===== src/rtl/xpc_pkg.sv =====
package xpc_pkg;

    typedef enum logic [1:0] {
        KIND_L = 2'd0,
        KIND_S = 2'd1,
        KIND_M = 2'd2,
        KIND_D = 2'd3
    } unit_kind_e;

    typedef enum logic {
        SIDE_A = 1'b0,
        SIDE_B = 1'b1
    } side_e;

    localparam int NUM_RULES     = 6;
    localparam int RULE_DST      = 0;
    localparam int RULE_XFLAG    = 1;
    localparam int RULE_D_XPATH  = 2;
    localparam int RULE_OVERUSE  = 3;
    localparam int RULE_PTR      = 4;
    localparam int RULE_MEM_MIX  = 5;

    typedef struct packed {
        logic       active;
        unit_kind_e kind;
        side_e      unit_side;
        side_e      dst_side;
        side_e      src_side;
        logic       xflag;
        side_e      ptr_side;
        side_e      data_side;
    } slot_desc_t;

    typedef struct packed {
        logic dst_bad;
        logic xflag_bad;
        logic d_xpath;
        logic ptr_bad;
        logic xread_a;
        logic xread_b;
        logic mem_acc;
        logic mem_cross;
    } slot_flags_t;

    function automatic logic uses_data_route(unit_kind_e k);
        return k != KIND_D;
    endfunction

endpackage


===== src/rtl/xpc_slot_check.sv =====
module xpc_slot_check
    import xpc_pkg::*;
(
    input  slot_desc_t  desc,
    output slot_flags_t flags
);
    logic data_unit;
    logic mem_unit;
    logic src_remote;

    always_comb begin
        data_unit  = desc.active && uses_data_route(desc.kind);
        mem_unit   = desc.active && (desc.kind == KIND_D);
        src_remote = (desc.src_side != desc.unit_side);

        flags.dst_bad   = data_unit && (desc.dst_side != desc.unit_side);
        flags.xflag_bad = data_unit && (desc.xflag != src_remote);
        flags.d_xpath   = mem_unit && desc.xflag;
        flags.ptr_bad   = mem_unit && (desc.ptr_side != desc.unit_side);
        flags.xread_a   = data_unit && desc.xflag && (desc.unit_side == SIDE_A);
        flags.xread_b   = data_unit && desc.xflag && (desc.unit_side == SIDE_B);
        flags.mem_acc   = mem_unit;
        flags.mem_cross = mem_unit && (desc.data_side != desc.unit_side);
    end
endmodule


===== src/rtl/xpc_packet_rules.sv =====
module xpc_packet_rules
    import xpc_pkg::*;
#(
    parameter int N_SLOTS = 8
) (
    input  slot_flags_t          flags [N_SLOTS],
    output logic [NUM_RULES-1:0] viol
);
    localparam int CW = $clog2(N_SLOTS + 1);

    logic [CW-1:0] cnt_a;
    logic [CW-1:0] cnt_b;
    logic          any_mem_cross;
    logic          any_mem_local;
    logic          any_dst;
    logic          any_xflag;
    logic          any_dx;
    logic          any_ptr;

    always_comb begin
        cnt_a         = '0;
        cnt_b         = '0;
        any_mem_cross = 1'b0;
        any_mem_local = 1'b0;
        any_dst       = 1'b0;
        any_xflag     = 1'b0;
        any_dx        = 1'b0;
        any_ptr       = 1'b0;
        for (int i = 0; i < N_SLOTS; i++) begin
            cnt_a         = cnt_a + CW'(flags[i].xread_a);
            cnt_b         = cnt_b + CW'(flags[i].xread_b);
            any_mem_cross = any_mem_cross | flags[i].mem_cross;
            any_mem_local = any_mem_local | (flags[i].mem_acc & ~flags[i].mem_cross);
            any_dst       = any_dst | flags[i].dst_bad;
            any_xflag     = any_xflag | flags[i].xflag_bad;
            any_dx        = any_dx | flags[i].d_xpath;
            any_ptr       = any_ptr | flags[i].ptr_bad;
        end
        viol               = '0;
        viol[RULE_DST]     = any_dst;
        viol[RULE_XFLAG]   = any_xflag;
        viol[RULE_D_XPATH] = any_dx;
        viol[RULE_OVERUSE] = (cnt_a > CW'(1)) || (cnt_b > CW'(1));
        viol[RULE_PTR]     = any_ptr;
        viol[RULE_MEM_MIX] = any_mem_cross && any_mem_local;
    end
endmodule


===== src/rtl/xpc_verdict_reg.sv =====
module xpc_verdict_reg
    import xpc_pkg::*;
(
    input  logic                 clk,
    input  logic                 rst,
    input  logic                 capture,
    input  logic                 legal_d,
    input  logic [NUM_RULES-1:0] viol_d,
    output logic                 legal_r,
    output logic [NUM_RULES-1:0] viol_r
);
    always_ff @(posedge clk) begin
        if (rst) begin
            legal_r <= 1'b1;
            viol_r  <= '0;
        end else if (capture) begin
            legal_r <= legal_d;
            viol_r  <= viol_d;
        end
    end
endmodule


===== src/rtl/xpc_pkt_legality.sv =====
module xpc_pkt_legality
    import xpc_pkg::*;
#(
    parameter int N_SLOTS = 8
) (
    input  logic                   clk,
    input  logic                   rst,
    input  logic                   pkt_valid,
    input  logic [N_SLOTS-1:0]     slot_active,
    input  logic [2*N_SLOTS-1:0]   slot_kind,
    input  logic [N_SLOTS-1:0]     slot_unit_side,
    input  logic [N_SLOTS-1:0]     slot_dst_side,
    input  logic [N_SLOTS-1:0]     slot_src_side,
    input  logic [N_SLOTS-1:0]     slot_xflag,
    input  logic [N_SLOTS-1:0]     slot_ptr_side,
    input  logic [N_SLOTS-1:0]     slot_data_side,
    input  logic [N_SLOTS-1:0]     slot_cond_use,
    input  logic [N_SLOTS-1:0]     slot_cond_side,
    output logic                   pkt_legal,
    output logic [NUM_RULES-1:0]   viol,
    output logic                   legal_q,
    output logic [NUM_RULES-1:0]   viol_q
);
    slot_desc_t  desc  [N_SLOTS];
    slot_flags_t flags [N_SLOTS];

    // Condition registers are read through their own ports, never a cross route.
    logic unused_cond;
    assign unused_cond = ^{slot_cond_use, slot_cond_side};

    for (genvar g = 0; g < N_SLOTS; g++) begin : g_slot
        assign desc[g].active    = slot_active[g];
        assign desc[g].kind      = unit_kind_e'(slot_kind[2*g +: 2]);
        assign desc[g].unit_side = side_e'(slot_unit_side[g]);
        assign desc[g].dst_side  = side_e'(slot_dst_side[g]);
        assign desc[g].src_side  = side_e'(slot_src_side[g]);
        assign desc[g].xflag     = slot_xflag[g];
        assign desc[g].ptr_side  = side_e'(slot_ptr_side[g]);
        assign desc[g].data_side = side_e'(slot_data_side[g]);

        xpc_slot_check u_slot (
            .desc  (desc[g]),
            .flags (flags[g])
        );
    end

    xpc_packet_rules #(.N_SLOTS(N_SLOTS)) u_rules (
        .flags (flags),
        .viol  (viol)
    );

    assign pkt_legal = ~|viol;

    xpc_verdict_reg u_reg (
        .clk     (clk),
        .rst     (rst),
        .capture (pkt_valid),
        .legal_d (pkt_legal),
        .viol_d  (viol),
        .legal_r (legal_q),
        .viol_r  (viol_q)
    );
endmodule


===== config.mk =====
export PLATFORM = sky130hd
export DESIGN_NAME = xpc_pkt_legality
export DESIGN_NICKNAME = d
export VERILOG_FILES = /design/src/rtl/xpc_pkg.sv /design/src/rtl/xpc_slot_check.sv /design/src/rtl/xpc_packet_rules.sv /design/src/rtl/xpc_verdict_reg.sv /design/src/rtl/xpc_pkt_legality.sv
export SDC_FILE = /design/constraint.sdc
export NUM_CORES = 1
export LEC_CHECK = 0
export ABC_CLOCK_PERIOD_IN_PS = 4000
export BUFFER_PORTS_ARGS = -buffer_cell sky130_fd_sc_hd__buf_4
export CAP_MARGIN = 20
export CORE_ASPECT_RATIO = 1.75
export CORE_MARGIN = 5
export CORE_UTILIZATION = 40
export DETAILED_ROUTE_END_ITERATION = 7
export PLACE_DENSITY = 0.77
export SYNTH_ARGS = -nofsm -noshare
export SYNTH_HDL_FRONTEND = slang
export SYNTH_HIERARCHICAL = 1
export SYNTH_SLANG_ARGS = --single-unit
export TNS_END_PERCENT = 30

===== constraint.sdc =====
create_clock -name clk -period 4 [get_ports clk]
set_input_delay 0.4 -clock clk [delete_from_list [all_inputs] [get_ports clk]]
set_output_delay 0.4 -clock clk [all_outputs]
set_load 0.005 [all_outputs]

==> results summary <==
The clock latency at the later pin of the worst-skew pair is around 0.22 ns. Of all cell types, the one taking the most synthesized area is sky130_fd_sc_hd__xnor2_1. The worst setup path is captured at an output port.

CTS placed an instance of sky130_fd_sc_hd__clkbuf_8 at the clock tree root. The final weighted congestion in routability-driven placement came out at between 0.8 and 0.9. The biggest fanout along the worst timing path is 3. The min-delay analysis places its worst path in the category in2reg. The number of violations of the max-capacitance limit came out at 0. CTS built an H-tree with a depth of 1.

Grouping stages by cell kind, the critical path spends the most delay in adder cells. The clock sink count came out at 7. The top flip-flop cell by instance count after synthesis is sky130_fd_sc_hd__dfxtp_1. The total count of max-transition violations in the final report came out at 0.

The number of buffers added on ports came out at 88. The ratio of final minimum period to clock period came out at 1.125. A synthesized cell averages roughly 7.6 sq um.

TritonCTS built the clock tree. The highest metal layer with signal wires is met4. In the routed layout, each cell is associated on average with a via count of slightly below 5. The final global-route overflow total is 0. The row count came out at 32. The number of nets with antenna violations after routing came out at 0. The setup clock skew after layout came out at 0 ns. The sequential cell area is ~140 sq um. The detailed-routing wirelength on met1 came out at roughly 1.9 mm.

The path type of the worst setup path is in2out. The critical path buffer and inverter count came out at 5. The longest clock path from root to sink contains 2 buffers. The upper clock frequency limit is between 200 and 250 MHz. The fraction of layout cells with a size suffix above 1 is 0.4185. The multi-input combinational cells in the finished layout cover a total of between 1000 and 1500 sq um.

The area inside the core boundary came out at roughly 4400 sq um. The static leakage power is 1.401 nW. Yosys instantiated no cell more often than sky130_fd_sc_hd__inv_1. The post-synthesis to final-layout area growth came out at 46.22%. By instance count, the cell type seen most on the critical path is sky130_fd_sc_hd__fa_1.

For the worst setup path, the data arrival time is ~4.1 ns. The filler cell count is between 300 and 400. The initial antenna violation count is 0.

0 antenna diodes ended up in the layout. The post-synth net total came out at between 300 and 400. The x dimension of the die came out at 60.75 um. Clock-pin slew was measured on the worst setup and hold paths at around 0.040 ns. In this run the register-to-register setup slack is 3.22 ns. The flow ran to the end, but the final reports show violations.

The commonest cells after synthesis are 47 x sky130_fd_sc_hd__inv_1, 46 x sky130_fd_sc_hd__nor2_1, 24 x sky130_fd_sc_hd__xnor2_1. The worst setup slack after placement is -0.6831 ns. The required time of the critical path is roughly 3.6 ns. The power density of the placed cells came out at between 150 and 200 nW/um^2. The critical path goes through buf_4 > a21bo_4 > nor3_4 > fa_1 > inv_2 > fa_1 > fa_1 > inv_1 > ha_2 > inv_1 > fa_2 > a211oi_2 > mux2_4 > o2111ai_2 > or4_4 > nor3_4 > buf_4. The post-layout net count came out at 431. The wire length of the first global-routing pass came out at around 8.6 mm. The top-area cell type share of the netlist area is 0.1166.

The total met3 wirelength after detailed routing is 341 um. Across every metal layer, demand over resource in global routing totals 0.1869. The sort of element at the start of the critical path is an input port. The pin count of the biggest net entering global routing is 9. The checks that failed: negative setup slack.

The number of enable-type register cells in the synthesized netlist came out at 0. For the pin with the worst max-slew slack, the measured transition is 0.3989 ns. The total CTS buffers came out at 3.

The height of the die came out at a little under 100 um. The worst IR drop on VDD is around 0.00016 V. The total negative setup slack came out at -0.5521 ns.

The detailed-routed wire length on met2 came out at approximately 3.3 mm. The total I/O pin count came out at around 110. The headroom to the max-slew limit came out at 0.7316. The wire length per cell is around 15 um. The count of yosys warnings during synthesis is 6. The wire-length estimate of the detail-placed layout is roughly 5.0 mm.

Sorting the synthesized cells by area gives the leading types as sky130_fd_sc_hd__xnor2_1 12%, sky130_fd_sc_hd__xnor3_1 10%, sky130_fd_sc_hd__inv_1 9.8%. The post-route DRC violation count came out at 0. The largest individual stage delay along the critical path comes from the cell sky130_fd_sc_hd__fa_1. The cell count after synthesis is between 200 and 250.

The die area came out at 6003 sq um. The delay of the slowest cell on the worst path is approximately 0.56 ns. In the post-route analysis, the smallest setup slack over all paths is -0.5016 ns.

The post-synthesis async set-or-reset flop share is 0. For this block, the routed nets add up to 5.626 mm of wire. The total number of vias is between 1500 and 2000. The number of hold-slack violations in the final timing report is 0. The worst path in the final design needs a cycle of approximately 4.5 ns, including I/O delays and setup. Setup repair after global routing could not meet its margin everywhere.

The number of different library cells used by synthesis comes to 25. The via count of the first global-routing pass came out at just under 2000. The number of search-and-repair iterations in the first detailed-routing pass came out at 4. After synthesis the cells add up to approximately 1800 sq um. Setup violations remaining at the end of the flow were counted as 2. The number of design-rule violations left by the first detailed-router iteration is slightly below 50. The flip-flop and latch count after synthesis is 7. For this configuration, the core starts out at a cell density of 0.4094. The post-synthesis sequential area ratio is 0.07772.
-- final cells by class --
class / instances / share of cell area
clock buffers: 4 / 0.01709
multi-input cells: 162 / 0.5396
repair buffers: 105 / 0.2990
flip-flops and latches: 7 / 0.05316
well taps: 51 / 0.02421
inverters: 47 / 0.06692
-- state kept, by name, summed over array words and instances, names as in the netlist --
signal / cells
u_reg/legal_r: 1
u_reg/viol_r: 6
-- where the power goes --
| part | internal [mW] | switching, mW | total, mW |
|---|---|---|---|
| Sequential | 0.0770 | 0.00324 | 0.0802 |
| Clock | 0.0689 | 0.0298 | 0.0986 |
| Combinational | 0.165 | 0.127 | 0.291 |
-- metrics by stage --
stage / utilization / hold slack, ns / instances / power (mW) / instance area (sq um)
6_report: 0.5986 / 0.3951 / 376 / 0.4703 / 2636
5_1_grt: 0.5986 / 0.4101 / 376 / 0.5010 / 2636
4_1_cts: 0.5943 / 0.3919 / 376 / 0.4706 / 2618
3_5_place_dp: 0.5688 / 0.4854 / 372 / 0.3591 / 2505
3_3_place_gp: 0.5688 / 0.4770 / 372 / 0.3524 / 2505
2_1_floorplan: - / 0.4724 / 237 / 0.2440 / 1844
-- layout by cell type (no fill, tap or decap), drive strengths merged --
| cell | n |
|---|---|
| fa | 8 |
| xnor2 | 24 |
| a211o | 1 |
| mux2 | 1 |
| inv | 47 |
| a21bo | 8 |
| a211oi | 1 |
| clkbuf | 4 |
| nor2 | 46 |
| o2111ai | 1 |
| nand2 | 4 |
| xnor3 | 8 |
| dfxtp | 7 |
| buf | 105 |
| a2111oi | 3 |
| ha | 6 |
| or4 | 1 |
| nor4 | 10 |
| a22oi | 1 |
| nor3 | 17 |
| nor2b | 8 |
| mux2i | 6 |
| nand3 | 8 |
-- metal layers --
metal / global-route usage / up-vias
met2: 0.3735 / 61
met5: 0 / -
met3: 0.01048 / 8
li1: - / 918
met4: 0.06010 / 0
met1: 0.1900 / 882
-- cells by family after synthesis --
family | count (synthesis) | synth area share
multiplexers | 7 | 0.03956
adder cells (fa/ha/maj) | 14 | 0.1305
flip-flops | 7 | 0.07772
buffers and inverters | 68 | 0.2040
AO/OA/AOI/OAI | 15 | 0.08744
AND/OR/NAND/NOR | 94 | 0.2443
XOR/XNOR | 32 | 0.2165
-- what timing repair did --
action,in CTS,in global routing
pin swaps,1,2
resized for setup,12,4
setup buffers,0,0
hold buffers,0,0
setup endpoints to repair,3,3
-- worst paths after layout --
check | endpoint | startpoint | cells after the start
setup reg to reg | u_reg/legal_r | u_reg/legal_r | 2
setup / recovery | pkt_legal | slot_active[7] | 17
hold / removal | u_reg/viol_r[3] | rst | 2
hold reg to reg | u_reg/viol_r[0] | u_reg/viol_r[0] | 2
-- worst reg2reg max path, stage by stage (launching register included) --
cell and delay, ns:
sky130_fd_sc_hd__dfxtp_1 0.30, sky130_fd_sc_hd__nor2b_2 0.14, sky130_fd_sc_hd__a211o_1 0.22
(Power assumes the default switching activity.)
